==> config.mk <==
export PLATFORM = sky130hd
export DESIGN_NAME = uart_regbank
export DESIGN_NICKNAME = d
export VERILOG_FILES = /design/src/rtl/uart_regbank_pkg.sv /design/src/rtl/uart_regbank_decode.sv /design/src/rtl/uart_regbank_rdmux.sv /design/src/rtl/uart_regbank_regs.sv /design/src/rtl/uart_regbank.sv
export SDC_FILE = /design/constraint.sdc
export NUM_CORES = 1
export LEC_CHECK = 0
export ABC_CLOCK_PERIOD_IN_PS = 1920
export CAP_MARGIN = 20
export CORE_MARGIN = 3
export CORE_UTILIZATION = 45
export DETAILED_ROUTE_END_ITERATION = 8
export PLACE_DENSITY = 0.76
export SYNTH_ARGS = -nofsm -noshare
export SYNTH_HDL_FRONTEND = slang
export SYNTH_SLANG_ARGS = --single-unit
==> constraint.sdc <==
create_clock -name clk -period 1.92 [get_ports clk]
set_input_delay 0.192 -clock clk [delete_from_list [all_inputs] [get_ports clk]]
set_output_delay 0.192 -clock clk [all_outputs]
set_load 0.02 [all_outputs]
==> src/rtl/uart_regbank_pkg.sv <==
package uart_regbank_pkg;

    localparam int DW   = 8;
    localparam int AW   = 3;
    localparam int DIVW = 2 * DW;
    localparam int BANK_BIT = DW - 1;

    typedef enum logic [3:0] {
        TGT_NONE,
        TGT_DATA,
        TGT_IEN,
        TGT_DIV_LO,
        TGT_DIV_HI,
        TGT_ID_FCTL,
        TGT_LCTL,
        TGT_MCTL,
        TGT_LSTAT,
        TGT_MSTAT,
        TGT_SCRATCH
    } tgt_e;

    typedef struct packed {
        logic [DW-1:0] lctl;
        logic [DW-1:0] mctl;
        logic [DW-1:0] ien;
        logic [DW-1:0] scratch;
        logic [DW-1:0] div_lo;
        logic [DW-1:0] div_hi;
        logic [DW-1:0] rdata;
        logic          rx_pop;
        logic          tx_push;
        logic [DW-1:0] tx_byte;
        logic          fctl_stb;
        logic [DW-1:0] fctl_byte;
    } bank_t;

    function automatic logic [DW-1:0] word_mask(input logic [DW-1:0] w,
                                                input logic [1:0]    wlen);
        logic [DW-1:0] m;
        case (wlen)
            2'd0:    m = 8'h1F;
            2'd1:    m = 8'h3F;
            2'd2:    m = 8'h7F;
            default: m = 8'hFF;
        endcase
        return w & m;
    endfunction

endpackage

==> src/rtl/uart_regbank_decode.sv <==
module uart_regbank_decode
    import uart_regbank_pkg::*;
(
    input  logic [AW-1:0] addr,
    input  logic          bank,
    input  logic          enable,
    output tgt_e          tgt
);
    always_comb begin
        tgt = TGT_NONE;
        if (enable) begin
            case (addr)
                3'd0:    tgt = bank ? TGT_DIV_LO : TGT_DATA;
                3'd1:    tgt = bank ? TGT_DIV_HI : TGT_IEN;
                3'd2:    tgt = TGT_ID_FCTL;
                3'd3:    tgt = TGT_LCTL;
                3'd4:    tgt = TGT_MCTL;
                3'd5:    tgt = TGT_LSTAT;
                3'd6:    tgt = TGT_MSTAT;
                default: tgt = TGT_SCRATCH;
            endcase
        end
    end
endmodule

==> src/rtl/uart_regbank_rdmux.sv <==
module uart_regbank_rdmux
    import uart_regbank_pkg::*;
(
    input  tgt_e          tgt,
    input  bank_t         cur,
    input  logic [DW-1:0] rx_word,
    input  logic [DW-1:0] irq_id,
    input  logic [DW-1:0] line_stat,
    input  logic [DW-1:0] modem_stat,
    output logic [DW-1:0] value
);
    always_comb begin
        case (tgt)
            TGT_DATA:    value = word_mask(rx_word, cur.lctl[1:0]);
            TGT_IEN:     value = cur.ien;
            TGT_DIV_LO:  value = cur.div_lo;
            TGT_DIV_HI:  value = cur.div_hi;
            TGT_ID_FCTL: value = irq_id;
            TGT_LCTL:    value = cur.lctl;
            TGT_MCTL:    value = cur.mctl;
            TGT_LSTAT:   value = line_stat;
            TGT_MSTAT:   value = modem_stat;
            TGT_SCRATCH: value = cur.scratch;
            default:     value = '0;
        endcase
    end
endmodule

==> src/rtl/uart_regbank_regs.sv <==
module uart_regbank_regs
    import uart_regbank_pkg::*;
(
    input  logic          clk,
    input  logic          rst_n,
    input  tgt_e          tgt,
    input  logic          rd_en,
    input  logic          wr_en,
    input  logic [DW-1:0] wdata,
    input  logic [DW-1:0] rd_value,
    output bank_t         bank_q
);
    bank_t bank_d;

    always_comb begin
        bank_d          = bank_q;
        bank_d.rx_pop   = 1'b0;
        bank_d.tx_push  = 1'b0;
        bank_d.fctl_stb = 1'b0;
        if (wr_en) begin
            case (tgt)
                TGT_DATA: begin
                    bank_d.tx_push = 1'b1;
                    bank_d.tx_byte = wdata;
                end
                TGT_IEN:     bank_d.ien     = wdata;
                TGT_DIV_LO:  bank_d.div_lo  = wdata;
                TGT_DIV_HI:  bank_d.div_hi  = wdata;
                TGT_ID_FCTL: begin
                    bank_d.fctl_stb  = 1'b1;
                    bank_d.fctl_byte = wdata;
                end
                TGT_LCTL:    bank_d.lctl    = wdata;
                TGT_MCTL:    bank_d.mctl    = wdata;
                TGT_SCRATCH: bank_d.scratch = wdata;
                default: ;
            endcase
        end
        if (rd_en && tgt != TGT_NONE) begin
            bank_d.rdata = rd_value;
            if (tgt == TGT_DATA) begin
                bank_d.rx_pop = 1'b1;
            end
        end
    end

    always_ff @(posedge clk) begin
        if (!rst_n) begin
            bank_q <= '0;
        end else begin
            bank_q <= bank_d;
        end
    end
endmodule

==> src/rtl/uart_regbank.sv <==
module uart_regbank
    import uart_regbank_pkg::*;
(
    input  logic            clk,
    input  logic            rst_n,
    input  logic            sel_a_n,
    input  logic            sel_b_n,
    input  logic [AW-1:0]   addr,
    input  logic            rd_en,
    input  logic            wr_en,
    input  logic [DW-1:0]   wdata,
    output logic [DW-1:0]   rdata,
    input  logic [DW-1:0]   rx_word,
    output logic            rx_pop,
    output logic [DW-1:0]   tx_word,
    output logic            tx_push,
    input  logic [DW-1:0]   irq_id,
    input  logic [DW-1:0]   line_stat,
    input  logic [DW-1:0]   modem_stat,
    output logic            fifo_ctl_stb,
    output logic [DW-1:0]   fifo_ctl_byte,
    output logic [DW-1:0]   line_ctl,
    output logic [DW-1:0]   modem_ctl,
    output logic [DW-1:0]   irq_en,
    output logic [DIVW-1:0] divisor
);
    logic          enable;
    tgt_e          tgt;
    bank_t         bank_q;
    logic [DW-1:0] rd_value;

    assign enable = !sel_a_n || !sel_b_n;

    uart_regbank_decode u_decode (
        .addr   (addr),
        .bank   (bank_q.lctl[BANK_BIT]),
        .enable (enable),
        .tgt    (tgt)
    );

    uart_regbank_rdmux u_rdmux (
        .tgt        (tgt),
        .cur        (bank_q),
        .rx_word    (rx_word),
        .irq_id     (irq_id),
        .line_stat  (line_stat),
        .modem_stat (modem_stat),
        .value      (rd_value)
    );

    uart_regbank_regs u_regs (
        .clk      (clk),
        .rst_n    (rst_n),
        .tgt      (tgt),
        .rd_en    (rd_en),
        .wr_en    (wr_en),
        .wdata    (wdata),
        .rd_value (rd_value),
        .bank_q   (bank_q)
    );

    assign rdata         = bank_q.rdata;
    assign rx_pop        = bank_q.rx_pop;
    assign tx_word       = bank_q.tx_byte;
    assign tx_push       = bank_q.tx_push;
    assign fifo_ctl_stb  = bank_q.fctl_stb;
    assign fifo_ctl_byte = bank_q.fctl_byte;
    assign line_ctl      = bank_q.lctl;
    assign modem_ctl     = bank_q.mctl;
    assign irq_en        = bank_q.ien;
    assign divisor       = {bank_q.div_hi, bank_q.div_lo};
endmodule

# Word level (Yosys, flattened, before mapping)
# Cells that the tools add are included.
[totals] word_cells=58 out_inout_bits=67 reg_bits=75 input_bits=49
[classes] reduce_logical=17 bitwise=1 n_eq_ne=18 mux=10
[op_table] operator="8-bit one-hot mux with 10 select lines" n=1
[op_table] operator="4-bit one-hot mux with 7 select lines" n=1
[op_table] operator="8-bit one-hot mux with 3 select lines" n=1
[op_table] operator="2-bit AND reduction" n=10
[op_table] operator="9-bit two-way mux" n=2
[op_table] operator="4-bit by 3-bit equality test with 1-bit output, second input constant" n=4
[op_table] operator="4-bit equality test, second input constant" n=3
[op_table] operator="3-bit equality test, second input constant" n=3
[op_table] operator="8-bit bitwise AND" n=1
[op_table] operator="4-bit by 2-bit equality test with 1-bit output, second input constant" n=2
[op_table] operator="8-bit two-way mux" n=1
[op_table] operator="3-bit by 2-bit equality test with 1-bit output, second input constant" n=2
[op_table] operator="4-bit by 1-bit equality test with 1-bit output, second input constant" n=1
[op_table] operator="4-bit two-way mux" n=1
[op_table] operator="4-bit nonzero test" n=1
[op_table] operator="3-bit by 1-bit equality test with 1-bit output, second input constant" n=1
[op_table] operator="3-bit logical NOT" n=1
[op_table] operator="3-bit two-way mux" n=1
[op_table] operator="2-bit by 1-bit equality test with 1-bit output, second input constant" n=1
[op_table] operator="2-bit equality test, second input constant" n=1
[op_table] operator="1-bit logical NOT" n=2
[op_table] operator="2-bit logical NOT" n=1
[op_table] operator="2-bit two-way mux" n=1
[op_table] operator="1-bit logical AND" n=1
[op_table] operator="2 further kinds" n=2

# Longest topological paths before layout
# Gate-level depths: netlist of run 1.
[depth] depth_word=7 mapped_depth=7 depth_no_buf=4

# By module
# From an unflattened synthesis of run 1, not the netlist that was laid out.
[hier_totals] cells_unflattened=389 area_unflattened_um2=3629.7
[by_module_without_submodules] mod="uart_regbank_regs" instances=1 seq_area_each_um2=1501.4 cells_per_inst=269 area_each_um2=2757.6
[by_module_without_submodules] mod="uart_regbank_rdmux" instances=1 seq_area_each_um2=0.0 cells_per_inst=111 area_each_um2=803.3
[by_module_without_submodules] mod="uart_regbank_decode" instances=1 seq_area_each_um2=0.0 cells_per_inst=8 area_each_um2=65.1
[by_module_without_submodules] mod="uart_regbank" instances=1 seq_area_each_um2=0.0 cells_per_inst=1 area_each_um2=3.8

# Worst setup path after synthesis of run 1
# Ideal clock, no wire load.
[synth_timing] path_type="reg2reg" from="reg, netlist name u_regs.bank_q[74]" to="reg, netlist name u_regs.bank_q[21]" t_required_ns=1.788 n_path_buf=1 slack_ns=0.531 path_stages_with_launch=6 setup_ns=0.132 period_less_slack_ns=1.389 arrival_time_ns=1.257 cell_sequence="dfxtp_1 -> buf_4 -> mux2i_1 -> nor2_1 -> a2111oi_0 -> a31oi_1"
[synth_between] elab_chain_cells=5 word_cells_on_any_way=17 cone_classes="eq/ne (10); mux (5); reduce/logical (2)"
[synth_rtl] item="3-bit two-way mux or 2-bit two-way mux (tied branches)" line_no="uart_regbank_decode.sv:14, uart_regbank_decode.sv:13"
[synth_rtl] item="4-bit one-hot mux with 7 select lines (*)" line_no="uart_regbank_decode.sv:12" text="case (addr)"
[synth_rtl] item="4-bit two-way mux (*)" line_no="uart_regbank_decode.sv:11" text="if (enable) begin"
[synth_rtl] item="4-bit equality test (tied with other cells)" line_no="uart_regbank_rdmux.sv:13" text="case (tgt)"
[synth_rtl] item="8-bit one-hot mux with 10 select lines or 1-bit logical AND (tied branches)" line_no="uart_regbank_rdmux.sv:13, uart_regbank_regs.sv:39"
# Mark *: on every way between the ends. The rest lies on a longest branch, timed or not.
# A chain may end at the register's enable or synchronous reset.

# Worst setup path after layout of run 1
[layout_timing] from="reg, netlist name u_regs.bank_q[68]" to="out line_ctl[1]"
[layout_rtl] item="to (decl)" line_no="uart_regbank.sv:22" text="output logic [DW-1:0] line_ctl,"
# No word-level cell between the ends.

==> reports/qor.csv, run 1 <==
stage,metric,value,unit
worst_setup_path,end_kind,output pin,
grt,grt_overflow,0,
finish,layout-drive-gt1-share,15.8,%
outcome,status,"complete, no violations",
worst_setup_path,criticalPathCategory,flip-flop to output pin,
synth,synth_flop_cell,dfxtp_1,
worst_setup_path,r2r_slack,0.30,ns
sta,maxSlewHeadroom,61.3,%
sta,maxSlewViolCount,0,
clocking,htreeDepth,3,
worst_setup_path,start_kind,flip-flop,
drt,firstDrtPassIters,6,
synth,yosysWarningCount,0,
clocking,cts_setup_buffers,0,
floorplanning,die_x,100,µm
worst_setup_path,timing.rr.start,u_regs.bank_q[74]$_SDFFE_PN0P_,
sta,layout_setup_ws,0.197,ns
drt,vias,3731,
floorplanning,coreArea,8420,µm²
synth,synth_top_cell_area_share,37.7,%
power,leakage,0.00209,µW
drt,avgRoutedWirePerCell,20.3,µm
min_path,hold_path.class,flip-flop to flip-flop,
sta,fin_skew,0.0109,ns
drt,drc,0,
synth,yosysTopAreaCell,dfxtp_1,
sta,grt_setup_unrepaired,false,
drt,postRouteAntennaNets,0,
clocking,clkLatencyLatePin,0.35,ns
sta,hold_viol,0,
finish,fin_area,5280,µm²
worst_setup_path,slowest_stage,clkdlybuf4s50_1,
clocking,postCtsHoldBufs,0,
min_path,min_from,u_regs.bank_q[13]$_SDFFE_PN0P_,
job,maxCapViolCount,0,
clocking,clk_path_buf_depth,2,
synth,synth_edf_count,0,
worst_setup_path,worstPathRequired,1.73,ns
synth,synthesis.nets,514,
finish,biggestRegsByFlops,u_regs.bank_q: 75 flops,
drt,vias_per_cell,5.69,
worst_setup_path,max_stage_delay,0.69,ns
finish,finalNetCount,595,
grt,antenna_found_initial,0,
clocking,cts_resized,0,
power,powerDensity,673,nW/µm²
finish,n_fill_cell,753,
grt,grt_pass1_vias,3642,
placed_design,hpwl,9860,µm
floorplanning,initial_core_util,47.3,%
grt,grt_max_degree,67,
drt,drt-initial-drc-count,224,
synth,netlist_area,3990,µm²
clocking,cts_tree,built,
finish,syn_to_final_growth,32.5,%
sta,fmax,0.580,GHz
worst_setup_path,crit_chain,clkdlybuf4s50_1,
placed_design,post-place-ws,-0.152,ns
worst_setup_path,worst-path-buf-inv,1,
synth,synthDistinctLibCells,46,
floorplanning,rows,33,
worst_setup_path,worstPathArrival,1.53,ns
power,ir_drop,402,µV
finish,largest-register,u_regs.bank_q,
synth,synth.yosys.seq_area_share,37.7,%
finish,insertedDiodeCount,0,
worst_setup_path,r2r_end,u_regs.bank_q[12]$_SDFFE_PN0P_,
synth,ys_top_cells_by_area,"dfxtp_1 (38%), buf_4 (14%), mux2i_1 (9.0%), nand3_1 (5.9%), a21oi_1 (5.5%)",
synth,async_reset_ff_share,0,%
sta,worstMarginPinSlew,0.578,ns
clocking,cts-root-buf,clkbuf_8,
clocking,cts_buffers,9,
finish,largest_reg_flops,75,
grt,grt_pass1_wl,20500,µm
placed_design,gp_congestion,0.946,
min_path,hold_end,u_regs.bank_q[13]$_SDFFE_PN0P_,
clocking,cts.clk_slew.worst_paths,0.07,ns
floorplanning,die_area,10000,µm²
min_path,hold_depth,2,
synth,syn_inst,465,
sta,period_needed,1.72,ns
sta,setup_violations,0,
sta,finalCritPeriodShare,89.8,%
clocking,clock-sinks,75,
worst_setup_path,cp_max_fo,6,
placed_design,dpl_cell_area,5060,µm²
grt,grt_use_total,26.5,%
floorplanning,chipHeight,100,µm
worst_setup_path,critical_path.top_delay_family,buffers and inverters,
placed_design,io_buffers,115,
floorplanning,pin_count,116,
synth,ys_seq_elements,75,
drt,drt_wl_total,13300,µm
worst_setup_path,r2r_cells,6,
synth,synth_area_per_cell,8.57,µm²
==> cell usage after synthesis (3+ instances only) <==
cell type   n
buf_4      74
a211oi_1    3
mux2_2      3
a31oi_1     7
buf_2       3
buf_6       3
nor2b_1     3
a2111oi_0   3
nand4_1     3
a221oi_1    5
nand2_1    48
o21ai_0     9
and3_1      6
clkbuf_1   21
and4_1      3
mux2i_1    36
a21o_1      4
a21oi_1    44
nand3_1    47
nor2_1     30
dfxtp_1    75
==> cells by family after synthesis <==
kind of cell	after synthesis	share of synthesized area (%)
AO/OA/AOI/OAI	93	15.2
buffers and inverters	103	17.3
flip-flops	75	37.7
multiplexers	42	11.4
AND/OR/NAND/NOR	152	18.4
==> per-stage QoR <==
step,power (µW),setup TNS [ns],utilization [%],hold WS [ns],cells
final,3560,0,62.7,0.469,656
after global routing,3670,0,62.7,0.490,656
after CTS,3570,0,62.7,0.466,656
after detailed placement,2190,-1.11,60.0,0.455,640
after global placement,2190,-1.29,60.0,0.443,640
after floorplan,1930,0,-,0.330,465
==> final cells by class <==
type	count	area, µm²	share of cell area [%]
Clock buffer	10	128	2.42
Clock inverter	6	96.3	1.82
Inverter	2	7.51	0.142
Multi-Input combinational cell	287	1790	34.0
Sequential cell	75	1500	28.4
Tap cell	105	131	2.49
Timing Repair Buffer	171	1620	30.7
==> power by group <==
group	internal, µW	switching (µW)	leakage (µW)
Clock	749	645	0.000109
Combinational	275	280	0.00137
Sequential	1590	22.1	0.000607
==> routing by layer <==
metal / up-vias / global-route usage, % / wire length (µm)
li1: 1727 / - / -
met1: 1777 / 37.5 / 5910
met2: 198 / 40.3 / 5960
met3: 29 / 5.28 / 1120
met4: 0 / 9.22 / 338
met5: - / 0 / 0
==> worst max-delay path by stage <==
stage | startpoint | to | slack [ns] | cells past startpoint
floorplan | u_regs.bank_q[74]$_SDFFE_PN0P_ | u_regs.bank_q[21]$_SDFFE_PN0N_ | 0.53 | 5
global placement | sel_b_n | u_regs.bank_q[22]$_SDFFE_PN0N_ | -0.18 | 7
detailed placement | addr[2] | u_regs.bank_q[22]$_SDFFE_PN0N_ | -0.15 | 7
CTS | u_regs.bank_q[68]$_SDFFE_PN0P_ | line_ctl[1] | 0.19 | 1
global route | addr[2] | u_regs.bank_q[22]$_SDFFE_PN0N_ | 0.01 | 7
finish | u_regs.bank_q[68]$_SDFFE_PN0P_ | line_ctl[1] | 0.20 | 1
==> layout by cell type, fill, tap and decap left out, types with 4 or more instances in the layout <==
master           count
clkbuf_8             9
nand2_1             48
buf_12               4
o21ai_0              9
nand3_1             47
nor2_1              30
a21oi_1             44
mux2i_1             36
a21o_1               4
a221oi_1             5
buf_4               52
clkdlybuf4s50_1    115
dfxtp_1             75
and3_1               6
a31oi_1              7
No activity file was read; power rests on OpenSTA's default activity.
==> inputs of run 2 (changes only) <==
CTS_BUF_LIST = sky130_fd_sc_hd__clkbuf_16   (was not set)
==> run 2 against run 1 <==
Compared with the run above: critical path depth is the same; final area grew 1.9%; core utilization grew 1.2 points; final cell count is the same; wire length shrank 0.18%; combinational power is essentially flat; die area is the same; clock skew shrank 0.0041 ns; highest routed layer unchanged; flip-flop and latch count is the same; via count grew 0.56%; clock power grew 33%; critical endpoint unchanged.
==> reports/qor.csv, run 2 (synthesis results as in run 1) <==
stage,metric,value,unit
drt,vias,3752,
worst_setup_path,max_stage_delay,0.68,ns
sta,final.setup.tns,0,ns
sta,fmax,0.591,GHz
worst_setup_path,crit_chain,clkdlybuf4s50_1,
drt,firstDrtPassIters,5,
drt,postRouteAntennaNets,0,
sta,hold_viol,0,
finish,layout.cells.most_common_list,"clkdlybuf4s50_1 (115), dfxtp_1 (75), buf_4 (52), nand2_1 (48), nand3_1 (47)",
outcome,status,"complete, no violations",
finish,seq_area,1500,µm²
drt,dr_wl_met3,1200,µm
worst_setup_path,critical_path.top_delay_family,buffers and inverters,
drt,drt-initial-drc-count,210,
min_path,hold_path.class,flip-flop to flip-flop,
grt,grt_max_degree,67,
sta,maxSlewViolCount,0,
drt,drt_wl_total,13300,µm
grt,antenna_found_initial,0,
finish,largest_reg_flops,75,
grt,grt_use_total,26.7,%
worst_setup_path,start_kind,flip-flop,
floorplanning,rows,33,
sta,maxSlewHeadroom,61.8,%
clocking,htreeDepth,3,
sta,grt_setup_unrepaired,false,
worst_setup_path,worst-path-buf-inv,1,
clocking,cts_tree,built,
floorplanning,initial_core_util,47.3,%
floorplanning,die_area,10000,µm²
worst_setup_path,end_kind,output pin,
drt,top_layer,met4,
sta,period_needed,1.69,ns
power,leakage,0.00214,µW
finish,n_fill_cell,740,
placed_design,gp_congestion,0.946,
power,powerDensity,746,nW/µm²
drt,drc,0,
worst_setup_path,worstPathRequired,1.73,ns
placed_design,hpwl,9860,µm
power,ir_drop,443,µV
worst_setup_path,criticalPathCategory,flip-flop to output pin,
clocking,clkLatencyLatePin,0.33,ns
worst_setup_path,worstPathArrival,1.50,ns
clocking,cts-root-buf,clkbuf_16,
grt,grt_pass1_wl,20600,µm
clocking,clock-sinks,75,
sta,finalCritPeriodShare,88.2,%
floorplanning,die_x,100,µm
drt,vias_per_cell,5.72,
clocking,cts.clk_slew.worst_paths,0.05,ns
finish,finalNetCount,595,
finish,largest-register,u_regs.bank_q,
sta,worstMarginPinSlew,0.572,ns
drt,avgRoutedWirePerCell,20.3,µm
grt,grt_overflow,0,
floorplanning,chipHeight,100,µm
drt,met2_length,6000,µm
finish,multi_input_area,1800,µm²
clocking,cts_setup_buffers,0,
floorplanning,coreArea,8420,µm²
worst_setup_path,slowest_stage,clkdlybuf4s50_1,
finish,layout-drive-gt1-share,15.8,%
placed_design,io_buffers,115,
job,maxCapViolCount,0,
finish,syn_to_final_growth,35.0,%
drt,drt-met1-wl,5820,µm
clocking,cts_buffers,9,
worst_setup_path,cp_max_fo,6,
clocking,clk_path_buf_depth,2,
floorplanning,pin_count,116,
grt,grt_pass1_vias,3647,
finish,insertedDiodeCount,0,
sta,setup_violations,0,
clocking,postCtsHoldBufs,0,
finish,layout_commonest_cell,clkdlybuf4s50_1,
power,p_total,4020,µW
sta,fin_skew,0.00682,ns
finish,biggestRegsByFlops,u_regs.bank_q: 75 flops,
[run 2: layer usage]
| layer | track usage [%] | vias to the layer above |
|---|---|---|
| met5 | 0 | - |
| met4 | 7.56 | 0 |
| met3 | 5.56 | 24 |
| met2 | 41.2 | 217 |
| met1 | 37.9 | 1777 |
| li1 | - | 1734 |
[run 2: timing repair]
action / in CTS / in global routing
hold endpoints to repair: 0 / 0
endpoints found under the setup margin: 0 / 1
gates resized for setup: 0 / 1
[run 2: tightest hold or removal path: stages, from the launching register on]
cell and delay (ns):
dfxtp_1 0.31, nand2_1 0.05, a21oi_1 0.05
[run 2: worst paths after layout]
check | cells after the start | slack, ns | start | to
hold / removal | 2 | 0.46 | u_regs.bank_q[13]$_SDFFE_PN0P_ | u_regs.bank_q[13]$_SDFFE_PN0P_
hold reg to reg | 2 | 0.46 | u_regs.bank_q[13]$_SDFFE_PN0P_ | u_regs.bank_q[13]$_SDFFE_PN0P_
setup reg to reg | 6 | 0.33 | u_regs.bank_q[74]$_SDFFE_PN0P_ | u_regs.bank_q[12]$_SDFFE_PN0P_
setup / recovery | 1 | 0.23 | u_regs.bank_q[68]$_SDFFE_PN0P_ | line_ctl[1]
[run 2: final cells by class]
class / instances / area share (%)
sequential: 75 / 27.9
clock inverter: 7 / 1.86
timing repair buffer: 171 / 30.1
multi-input combinational: 287 / 33.4
inverter: 2 / 0.139
clock buffer: 9 / 4.18
tap: 105 / 2.44
[run 2: report_power, final]
part	internal, µW	switching, µW	total, µW
Combinational	276	279	555
Sequential	1590	22.3	1610
Clock	1150	701	1850
[run 2: through the flow]
| step | util, % | std cells | setup WS (ns) | hold WS [ns] | area [µm²] |
|---|---|---|---|---|---|
| after floorplan | - | 465 | 0.531 | 0.330 | 3990 |
| after global placement | 60.0 | 640 | -0.177 | 0.443 | 5060 |
| after detailed placement | 60.0 | 640 | -0.152 | 0.455 | 5060 |
| after CTS | 63.9 | 656 | 0.174 | 0.467 | 5380 |
| after global routing | 63.9 | 656 | 0.0366 | 0.489 | 5380 |
| final | 63.9 | 656 | 0.227 | 0.464 | 5380 |
==> inputs of run 3 (changes only) <==
ABC_AREA = 1   (was not set)
CTS_CLUSTER_DIAMETER = 30   (was not set)
==> run 3 against run 2 <==
Compared with the run above: sequential power barely moved; maximum frequency fell by 5.5%; critical path depth rose by 8; worst setup slack got worse by 0.099 ns; largest cell class unchanged; flip-flop and latch count did not move; global-route usage fell by 2.0 points; highest routed layer unchanged; largest power group is now sequential cells; combinational power rose by 12%; clock skew fell by 0.00066 ns.
==> reports/qor.csv, run 3 <==
stage,metric,value,unit
clocking,htreeDepth,3,
placed_design,dp_cells,738,
clocking,clock-sinks,75,
min_path,hold_depth,2,
job,maxCapViolCount,0,
worst_setup_path,criticalPathCategory,input pin to flip-flop,
power,p_clk_share,40.0,%
floorplanning,die_area,10300,µm²
floorplanning,coreArea,8810,µm²
placed_design,hpwl,9110,µm
finish,finalNetCount,690,
finish,largest_reg_flops,75,
floorplanning,chipHeight,101,µm
grt,antenna_found_initial,0,
grt,grt_max_degree,33,
placed_design,post-place-ws,-0.197,ns
sta,setup_violations,0,
synth,netlist_area,4100,µm²
finish,layout.cells.most_common_list,"clkdlybuf4s50_1 (115), nand2_1 (110), nand3_1 (74), dfxtp_1 (74), a21oi_1 (63)",
sta,layout_setup_ws,0.128,ns
placed_design,io_buffers,115,
drt,drt-initial-drc-count,197,
worst_setup_path,end_kind,flip-flop,
synth,ys_seq_elements,75,
finish,final_cells,753,
clocking,clkLatencyLatePin,0.33,ns
grt,grt_pass1_wl,19700,µm
worst_setup_path,r2r_cells,8,
synth,synth_edf_count,0,
grt,grt_pass1_vias,3749,
floorplanning,rows,34,
worst_setup_path,worstPathArrival,2.00,ns
drt,drt_wl_total,12400,µm
finish,insertedDiodeCount,0,
synth,synthDistinctLibCells,25,
worst_setup_path,r2r_end,u_regs.bank_q[28]$_SDFFE_PN0P_,
sta,finalCritPeriodShare,93.3,%
synth,yosysWarningCount,0,
synth,synth_area_per_cell,7.11,µm²
outcome,status,"complete, no violations",
drt,avgRoutedWirePerCell,16.4,µm
sta,fmax,0.558,GHz
placed_design,gp_congestion,0.963,
floorplanning,die_x,101,µm
worst_setup_path,start_kind,input pin,
sta,holdWs,0.450,ns
synth,ys_top_cells_by_area,"dfxtp_1 (37%), buf_4 (12%), nand2_1 (10%), nand3_1 (9.0%), a21oi_1 (7.7%)",
floorplanning,initial_core_util,46.6,%
power,seq_power_share,43.5,%
power,powerDensity,716,nW/µm²
finish,biggestRegsByFlops,u_regs.bank_q: 75 flops,
synth,synthesis.nets,626,
sta,maxSlewHeadroom,64.2,%
finish,largest-register,u_regs.bank_q,
worst_setup_path,timing.rr.start,u_regs.bank_q[74]$_SDFFE_PN0P_,
power,switching_share,27.3,%
min_path,hold_path.class,flip-flop to flip-flop,
sta,period_needed,1.79,ns
sta,fin_skew,0.00616,ns
power,p_total,3760,µW
synth,synth_top_cell_area_share,36.6,%
min_path,hold_end,u_regs.bank_q[1]$_SDFFE_PN0P_,
sta,hold_viol,0,
synth,synth_common_cells,"nand2_1 (110), dfxtp_1 (75), nand3_1 (74), buf_4 (66), a21oi_1 (63)",
min_path,min_from,u_regs.bank_q[1]$_SDFFE_PN0P_,
clocking,cts_buffers,9,
floorplanning,pin_count,116,
power,leakage,0.00207,µW
worst_setup_path,r2r_slack,0.14,ns
sta,worstMarginPinSlew,0.536,ns
finish,layout-drive-gt1-share,9.77,%
clocking,cts_tree,built,
power,combPwrFrac,16.5,%
synth,async_reset_ff_share,0,%
finish,fin_util,59.7,%
grt,grt_use_total,24.7,%
drt,drc,0,
sta,grt_setup_unrepaired,false,
sta,maxSlewViolCount,0,
clocking,clk_path_buf_depth,2,
synth,syn_inst,577,
synth,yosysTopAreaCell,dfxtp_1,
drt,firstDrtPassIters,5,
finish,syn_to_final_growth,28.2,%
worst_setup_path,worstPathRequired,2.13,ns
synth,synth_flop_cell,dfxtp_1,
worst_setup_path,cp_max_fo,17,
finish,layout_commonest_cell,clkdlybuf4s50_1,
power,p_int,2740,µW
clocking,cts.clk_slew.worst_paths,0.06,ns
drt,postRouteAntennaNets,0,
drt,vias_per_cell,5.19,
power,ir_drop,396,µV
power,p_sw,1030,µW
grt,grt_overflow,0,
clocking,cts-root-buf,clkbuf_16,
synth,synth.yosys.seq_area_share,36.6,%
synth,post-synth-top-count-cell,nand2_1,
drt,vias,3906,
## run 3: per-layer routing
| metal | routed length, µm | global-route usage (%) | up-vias |
|---|---|---|---|
| li1 | - | - | 1935 |
| met1 | 5650 | 34.7 | 1787 |
| met2 | 5490 | 37.5 | 159 |
| met3 | 973 | 5.37 | 25 |
| met4 | 257 | 8.59 | 0 |
| met5 | 0 | 0 | - |
## run 3: power groups by stage
stage	Clock [µW]	Combinational (µW)	Sequential, µW
5_1_grt	1590	670	1640
3_3_place_gp	0	608	1670
3_5_place_dp	0	615	1670
4_1_cts	1530	620	1640
2_1_floorplan	0	363	1660
6_report	1500	622	1640
## run 3: how the worst max path moves through the flow
stage / from / endpoint / slack (ns)
5_1_grt: addr[0] / u_regs.bank_q[22]$_SDFFE_PN0N_ / 0.02
3_3_place_gp: addr[0] / u_regs.bank_q[22]$_SDFFE_PN0N_ / -0.13
2_1_floorplan: u_regs.bank_q[74]$_SDFFE_PN0P_ / u_regs.bank_q[6]$_SDFFE_PN0P_ / 0.46
6_report: addr[0] / u_regs.bank_q[28]$_SDFFE_PN0P_ / 0.13
4_1_cts: u_regs.bank_q[74]$_SDFFE_PN0P_ / u_regs.bank_q[28]$_SDFFE_PN0P_ / 0.04
3_5_place_dp: addr[0] / u_regs.bank_q[28]$_SDFFE_PN0P_ / -0.20
## run 3: stage by stage
step           area (µm²)  TNS (ns)
2_1_floorplan        4100         0
5_1_grt              5260         0
3_5_place_dp         5000     -3.80
4_1_cts              5260         0
3_3_place_gp         5000     -1.37
6_report             5260         0
## run 3: kinds of logic (layout without fill, tap and decap cells)
family | Yosys count | in the layout | synth area share, %
simple gates | 245 | 245 | 28.5
compound gates | 113 | 113 | 14.2
buf+inv | 144 | 212 | 20.7
flops | 75 | 75 | 36.6
## run 3: area by class of cell
| class | instances | area, µm² |
|---|---|---|
| clock inverter | 6 | 33.8 |
| clock buffer | 9 | 225 |
| multi-input combinational | 358 | 1750 |
| tap | 108 | 135 |
| fill | 791 | 3550 |
| timing repair buffer | 141 | 1400 |
| inverter | 56 | 210 |
| sequential | 75 | 1500 |
## run 3: worst max-delay path, cell delays in order
cell and delay, ns:
clkdlybuf4s50_1 0.57, nand2_1 0.09, nand2_1 0.11, nand2_4 0.09, nor2_8 0.19, buf_12 0.17, nand3_2 0.23, o21ai_0 0.29
a21oi_1 0.06
## run 3: what timing repair did
action | CTS | global route
hold buffers | 0 | 0
setup buffers | 0 | 0
endpoints found under the setup margin | 0 | 8
gates resized for setup | 0 | 1
